File: src/rtl/tsc_pkg.sv
// Shared definitions for the two-thread switch controller.
// Assumes exactly two hardware threads, so a thread number is one bit wide.
package tsc_pkg;
    localparam int NUM_THR = 2;
    localparam int TID_W   = 1;

    // Stall event codes reported by the pipeline for the active thread
    typedef enum logic [1:0] {
        EVT_NONE  = 2'b00,
        EVT_SHORT = 2'b01,
        EVT_DMISS = 2'b10,
        EVT_TMISS = 2'b11
    } stall_evt_e;

    // Reason recorded for the latest thread switch
    typedef enum logic [1:0] {
        CAUSE_NONE  = 2'b00,
        CAUSE_MISS  = 2'b01,
        CAUSE_LIMIT = 2'b10
    } sw_cause_e;
endpackage

File: src/rtl/tsc_run_timer.sv
// Run-length timer: counts the cycles the active thread has held the
// processor since the last switch and flags when the programmed limit is
// reached. A limit of zero never flags. The count freezes while a timeout
// is pending, so the flag stays high until the switch is taken.
// Assumes sw_take is a single-cycle pulse at the switching edge.
module tsc_run_timer #(
    parameter int CNT_W     = 16,
    parameter int RST_LIMIT = 0
) (
    input  logic             clk,
    input  logic             rst_n,
    input  logic             cfg_we,
    input  logic [CNT_W-1:0] cfg_limit,
    input  logic             sw_take,
    output logic             limit_hit,
    output logic [CNT_W-1:0] run_cnt,
    output logic [CNT_W-1:0] limit_q
);
    localparam int CW1 = CNT_W + 1;

    logic [CW1-1:0] cnt_next_ext;

    // Widened next-count so the compare cannot wrap at the top of the range
    assign cnt_next_ext = {1'b0, run_cnt} + CW1'(1);
    assign limit_hit    = (limit_q != '0) && (cnt_next_ext >= {1'b0, limit_q});

    // Holds the software-programmed limit
    always_ff @(posedge clk) begin
        if (!rst_n)      limit_q <= CNT_W'(RST_LIMIT);
        else if (cfg_we) limit_q <= cfg_limit;
    end

    // Counts active cycles, clears on a switch, freezes on a pending timeout
    always_ff @(posedge clk) begin
        if (!rst_n)                               run_cnt <= '0;
        else if (sw_take)                         run_cnt <= '0;
        else if (!limit_hit && (run_cnt != '1))   run_cnt <= run_cnt + CNT_W'(1);
    end
endmodule

File: src/rtl/tsc_pc_bank.sv
// Per-thread program counter storage. One register per thread, built by a
// generate loop. A save from the switch logic wins over a pipeline update
// for the same thread in the same cycle. Assumes reset_vec is stable while
// reset is asserted.
module tsc_pc_bank
    import tsc_pkg::*;
#(
    parameter int PC_W = 32
) (
    input  logic                          clk,
    input  logic                          rst_n,
    input  logic [PC_W-1:0]               reset_vec,
    input  logic [NUM_THR-1:0]            upd_en,
    input  logic [NUM_THR-1:0][PC_W-1:0]  upd_pc,
    input  logic                          save_en,
    input  logic [TID_W-1:0]              save_tid,
    input  logic [PC_W-1:0]               save_pc,
    input  logic [TID_W-1:0]              rd_tid,
    output logic [PC_W-1:0]               rd_pc
);
    logic [NUM_THR-1:0][PC_W-1:0] pc_q;

    for (genvar g = 0; g < NUM_THR; g++) begin : g_thr
        // Thread g's PC: reset vector, switch save, or pipeline update
        always_ff @(posedge clk) begin
            if (!rst_n)
                pc_q[g] <= reset_vec;
            else if (save_en && (save_tid == TID_W'(g)))
                pc_q[g] <= save_pc;
            else if (upd_en[g])
                pc_q[g] <= upd_pc[g];
        end
    end

    // Read port for the fetch stage
    assign rd_pc = pc_q[rd_tid];
endmodule

File: src/rtl/tsc_switch_fsm.sv
// Switch decision and active-thread state. A switch is wanted on a long
// stall event or on a pending timeout. It is taken only when the other
// thread is ready. A miss takes priority over the timeout as the recorded
// cause. Assumes long_evt refers to the currently active thread.
module tsc_switch_fsm
    import tsc_pkg::*;
(
    input  logic               clk,
    input  logic               rst_n,
    input  logic               long_evt,
    input  logic               limit_hit,
    input  logic [NUM_THR-1:0] thr_ready,
    output logic               take,
    output logic [TID_W-1:0]   tid_q,
    output logic               flush_q,
    output sw_cause_e          cause_q
);
    logic [TID_W-1:0] other_tid;

    assign other_tid = ~tid_q;
    assign take      = (long_evt || limit_hit) && thr_ready[other_tid];

    // Active thread, one-cycle flush pulse and recorded cause
    always_ff @(posedge clk) begin
        if (!rst_n) begin
            tid_q   <= '0;
            flush_q <= 1'b0;
            cause_q <= CAUSE_NONE;
        end else begin
            flush_q <= take;
            if (take) begin
                tid_q   <= other_tid;
                cause_q <= long_evt ? CAUSE_MISS : CAUSE_LIMIT;
            end
        end
    end
endmodule

File: src/rtl/thread_switch_ctrl.sv
// Top of the two-thread switch-on-event controller. Decodes the stall
// code, wires the run timer, the switch decision and the PC bank together,
// and presents the active thread, its PC, its register bank and the flush
// request. Assumes restart_pc is valid whenever a long event is reported.
module thread_switch_ctrl
    import tsc_pkg::*;
#(
    parameter int PC_W      = 32,
    parameter int CNT_W     = 16,
    parameter int RST_LIMIT = 0
) (
    input  logic             clk,
    input  logic             rst_n,
    input  logic [PC_W-1:0]  reset_vec,
    input  logic [1:0]       stall_evt,
    input  logic [PC_W-1:0]  restart_pc,
    input  logic [1:0]       thr_ready,
    input  logic [1:0]       pc_upd_en,
    input  logic [PC_W-1:0]  pc_upd_t0,
    input  logic [PC_W-1:0]  pc_upd_t1,
    input  logic             cfg_we,
    input  logic [CNT_W-1:0] cfg_limit,
    output logic             active_tid,
    output logic             rf_bank_sel,
    output logic [PC_W-1:0]  active_pc,
    output logic             flush_req,
    output logic [1:0]       switch_cause
);
    logic                          long_evt;
    logic                          limit_hit;
    logic                          take;
    logic [CNT_W-1:0]              run_cnt;
    logic [CNT_W-1:0]              limit_q;
    logic [TID_W-1:0]              tid_q;
    sw_cause_e                     cause_q;
    logic [NUM_THR-1:0][PC_W-1:0]  upd_arr;

    // Only miss codes count as long-latency events
    assign long_evt = (stall_evt == EVT_DMISS) || (stall_evt == EVT_TMISS);

    // Pack the per-thread update values for the bank
    assign upd_arr[0] = pc_upd_t0;
    assign upd_arr[1] = pc_upd_t1;

    tsc_run_timer #(.CNT_W(CNT_W), .RST_LIMIT(RST_LIMIT)) u_timer (
        .clk       (clk),
        .rst_n     (rst_n),
        .cfg_we    (cfg_we),
        .cfg_limit (cfg_limit),
        .sw_take   (take),
        .limit_hit (limit_hit),
        .run_cnt   (run_cnt),
        .limit_q   (limit_q)
    );

    tsc_switch_fsm u_fsm (
        .clk       (clk),
        .rst_n     (rst_n),
        .long_evt  (long_evt),
        .limit_hit (limit_hit),
        .thr_ready (thr_ready),
        .take      (take),
        .tid_q     (tid_q),
        .flush_q   (flush_req),
        .cause_q   (cause_q)
    );

    tsc_pc_bank #(.PC_W(PC_W)) u_pcs (
        .clk       (clk),
        .rst_n     (rst_n),
        .reset_vec (reset_vec),
        .upd_en    (pc_upd_en),
        .upd_pc    (upd_arr),
        .save_en   (take && long_evt),
        .save_tid  (tid_q),
        .save_pc   (restart_pc),
        .rd_tid    (tid_q),
        .rd_pc     (active_pc)
    );

    assign active_tid   = tid_q;
    assign rf_bank_sel  = tid_q;
    assign switch_cause = cause_q;
endmodule

File: config.mk
export PLATFORM = sky130hd
export DESIGN_NAME = thread_switch_ctrl
export DESIGN_NICKNAME = d
export VERILOG_FILES = /design/src/rtl/tsc_pkg.sv /design/src/rtl/tsc_run_timer.sv /design/src/rtl/tsc_pc_bank.sv /design/src/rtl/tsc_switch_fsm.sv /design/src/rtl/thread_switch_ctrl.sv
export SDC_FILE = /design/constraint.sdc
export NUM_CORES = 1
export LEC_CHECK = 0
export BUFFER_PORTS_ARGS = -buffer_cell sky130_fd_sc_hd__buf_2
export CAP_MARGIN = 20
export CELL_PAD_IN_SITES_DETAIL_PLACEMENT = 1
export CELL_PAD_IN_SITES_GLOBAL_PLACEMENT = 1
export CORE_MARGIN = 10
export CORE_UTILIZATION = 40
export DETAILED_ROUTE_END_ITERATION = 16
export GPL_ROUTABILITY_DRIVEN = 0
export PLACE_DENSITY = 0.91
export SYNTH_ARGS = -nofsm -noshare
export SYNTH_HDL_FRONTEND = slang
export SYNTH_HIERARCHICAL = 1
export SYNTH_SLANG_ARGS = --single-unit
File: constraint.sdc
create_clock -name clk -period 13.3 [get_ports clk]
set_clock_uncertainty 0.15 [all_clocks]
set_input_delay 2.66 -clock clk [delete_from_list [all_inputs] [get_ports clk]]
set_output_delay 2.66 -clock clk [all_outputs]
set_load 0.02 [all_outputs]
==> summary.md <==
| Metric | Value |
|---|---|
| Core Area | `0.01606 mm²` |
| Crit path launch | `u_timer/run_cnt[0]$_SDFFE_PP0P_` |
| CTS tree | `yes` |
| Synthesized instance count | `632` |
| Vias in the first global route | `6185` |
| Crit Path Category | `register to register` |
| Total congestion overflow | `0` |
| Routed Antenna Nets | `0` |
| Worst slew pin tran | `0.9773 ns` |
| Initial antenna violation count | `7` |
| Die footprint | `0.02207 mm²` |
| Routed len/inst | `20.22 µm` |
| F_max | `150.3 MHz` |
| Gr usage total | `0.1818` |
| Final hold violation count | `0` |
| WP depth | `19` |
| Data required, critical path | `13.14 ns` |
| Power Density | `102.8 mW/mm²` |
| Max-Cap Viols | `0` |
| Hpwl dp | `15200 µm` |
| Status | `complete, no violations` |
| Synth Area per Inst | `10.46 µm²` |
| Seq/Total Area, Yosys | `0.3996` |
| DR vias | `5565` |
| Largest delay share family, worst path | `simple AND/OR/NAND/NOR gates` |
| CTS buffer count | `9` |
| Die X | `148.6 µm` |
| Total power draw | `0.0008092 W` |
| Hold path depth | `2` |
| Setup Total Neg Slack | `0 ns` |
| Post-layout instance area | `0.007870 mm²` |
| Layout cells sized above 1 | `0.3972` |
| RSZ-0062 raised after global routing | `no` |
| Slew Limit Headroom | `0.3485` |
| Yosys Warn Count | `6` |
| CTS sink cnt | `100` |
| I/O Buffers | `188` |
| WHS | `0.3408 ns` |
| Final setup violation count | `0` |
| Bufs and invs on worst path | `2` |
| CP endpoint kind | `register` |
| Post-DP Area | `0.007571 mm²` |
| Number of synthesized register bits | `100` |
| Worst setup SP type | `register` |
| Initial Util | `0.4118` |
| Leakage | `3.383 nW` |
| Worst EP arrival | `6.49 ns` |
| Worst skew pair latency | `0.35 ns` |
| CTS hold repair buffers | `0` |
| Worst r2r src | `u_timer/run_cnt[0]$_SDFFE_PP0P_` |
| Layout area overhead | `19.02%` |
| Pre-antenna DRT Iters | `4` |
| Crit path top cell by count | `nor2_1` |
| Syn_nets | `802` |
| Reg clk slew, reported paths | `0.07 ns` |
| Fin util | `0.4901` |
| Crit Path Max Fanout | `98` |
| First-pass GRT wire length | `32190 µm` |
| Clock Path Buffers | `2` |
| H-Tree Depth | `3` |
| Max Slew Vio Count | `0` |
| Root Buffer | `clkbuf_16` |
| DR iter-0 viols | `247` |
| Cell Area, Synth | `0.006613 mm²` |
| Post-Route WL | `20430 µm` |
| # resized after CTS | `0` |
| Library cells used by synthesis | `51` |
| Post-layout min period | `6.653 ns` |
| Slowest CP cell | `a221o_1` |
| R2R cell count | `19` |
| Setup bufs post-CTS | `0` |
| Site row count | `46` |
| DR vias/cell | `5.510` |
| Hold crit path type | `register to register` |
| Largest net degree at the start of global routing | `99` |
| Critical-path cell list | `ha_1, nand3_2, nor3_2, and3_1, nand3_1, nor2_1, xor2_1, ha_1, nand3_1, nor4_1, a221o_1, o21a_1, nor2_1, nor2_1, and2_2, buf_4, nand2b_4, nand3b_1, buf_4` |
| Max incr delay on CP | `0.78 ns` |
| Worst hold start | `u_fsm/cause_q[0]$_SDFFE_PN0P_` |
| Nets | `953` |
| Peak supply drop | `56.43 µV` |
| Post-route DRC | `0` |
| Chip Height | `148.6 µm` |
| Period utilization | `0.5002` |
| # IOs | `190` |
worst paths after layout:
kind / end / slack, ns
max reg2reg: u_pcs/pc_q[18]$_DFFE_PP_ / 6.65
min reg2reg: u_fsm/cause_q[0]$_SDFFE_PN0P_ / 0.34
max: u_pcs/pc_q[18]$_DFFE_PP_ / 6.65
min: u_fsm/cause_q[0]$_SDFFE_PN0P_ / 0.34
worst min-delay path, cell delays in order (launching register included):
cell     delay, ns
dfxtp_1       0.31
o21ai_0       0.07
a21oi_1       0.07
logic make-up after synthesis:
group,after synthesis,share of synthesized area
simple gates,195,0.1798
compound gates,146,0.2034
buf+inv,104,0.07512
flops,100,0.3996
mux,56,0.09139
fa+ha+maj,17,0.03217
xor+xnor,14,0.01854
report_power, final:
group / total [W] / switching (W) / leakage (nW) / internal, W
logic: 0.000180 / 0.000103 / 2.31 / 0.0000772
clock network: 0.000256 / 0.000122 / 0.144 / 0.000134
registers: 0.000373 / 0.0000142 / 0.934 / 0.000359
total: 0.000809 / 0.000239 / 3.38 / 0.000570
layout make-up:
cell class,instances,area [µm²]
Fill cell,1819,8188
Multi-Input combinational cell,428,3475
Sequential cell,100,2646
Timing Repair Buffer,195,996.0
Tap cell,216,270.3
Clock buffer,10,239.0
Inverter,49,183.9
Clock inverter,6,45.04
Antenna cell,6,15.01
metal layers:
metal  vias up  global-route usage  part of all wire
met1      2684              0.1951              0.38
met4         4             0.07185             0.030
li1       2677                   -                 -
met3        36             0.06705             0.080
met5         -                   0            0.0011
met2       164              0.3168              0.50
state kept, by name, summed over array words and instances, names as in the netlist:
signal,count
u_fsm/cause_q,2
u_fsm/flush_q,1
u_pcs/pc_q,64
u_timer/limit_q,16
u_fsm/tid_q,1
u_timer/run_cnt,16
placed cells by master (no fill, tap or decap), types with 6 or more instances in the layout:
| master | count |
|---|---|
| nand3_1 | 41 |
| a21bo_2 | 32 |
| mux2i_1 | 23 |
| o21ai_1 | 7 |
| dfxtp_1 | 35 |
| xor2_1 | 9 |
| a2111o_1 | 6 |
| buf_4 | 8 |
| nor4bb_1 | 8 |
| a311oi_2 | 29 |
| mux2_2 | 31 |
| clkbuf_16 | 9 |
| diode_2 | 6 |
| a21oi_1 | 16 |
| edfxtp_1 | 64 |
| a31oi_1 | 32 |
| nand2_1 | 34 |
| nor2b_1 | 18 |
| nor2_1 | 40 |
| ha_1 | 17 |
| and4bb_1 | 24 |
| inv_1 | 49 |
| nand2b_1 | 9 |
| buf_2 | 187 |
through the flow:
stage	instances	setup WS, ns
5_1_grt	1005	6.032
3_5_place_dp	988	6.647
4_1_cts	1004	6.613
6_report	1010	6.647
2_1_floorplan	632	7.782
3_3_place_gp	988	6.807
Yosys cell counts (all sizes together):
master | number | area (µm²)
a31oi | 32 | 200.2
edfxtp | 64 | 1922
nor3 | 2 | 15.01
a221o | 2 | 20.02
a2111oi | 1 | 15.01
mux2 | 32 | 360.3
nand3b | 2 | 15.01
a211oi | 3 | 22.52
nor2b | 18 | 112.6
inv | 49 | 183.9
and4 | 1 | 8.760
clkbuf | 16 | 60.06
a21o | 2 | 15.01
nand2 | 34 | 127.6
o21ai | 10 | 50.04
nand3 | 42 | 215.2
nor4bb | 8 | 80.08
a21bo | 32 | 320.3
o221a | 1 | 11.26
buf | 39 | 252.7
o21a | 1 | 7.510
ha | 17 | 212.7
a211o | 2 | 17.52
o211a | 3 | 30.03
mux2i | 24 | 244.0
a2111o | 6 | 67.56
and4bb | 24 | 300.3
nor2 | 40 | 150.1
and2 | 3 | 18.77
xor2 | 9 | 78.83
and3 | 3 | 18.77
xnor2 | 5 | 43.79
a311oi | 33 | 470.5
nand4 | 3 | 25.02
dfxtp | 36 | 720.7
a41oi | 1 | 8.760
nand2b | 10 | 70.06
nor4 | 5 | 31.28
a21oi | 17 | 88.84
(Power assumes the default switching activity.)
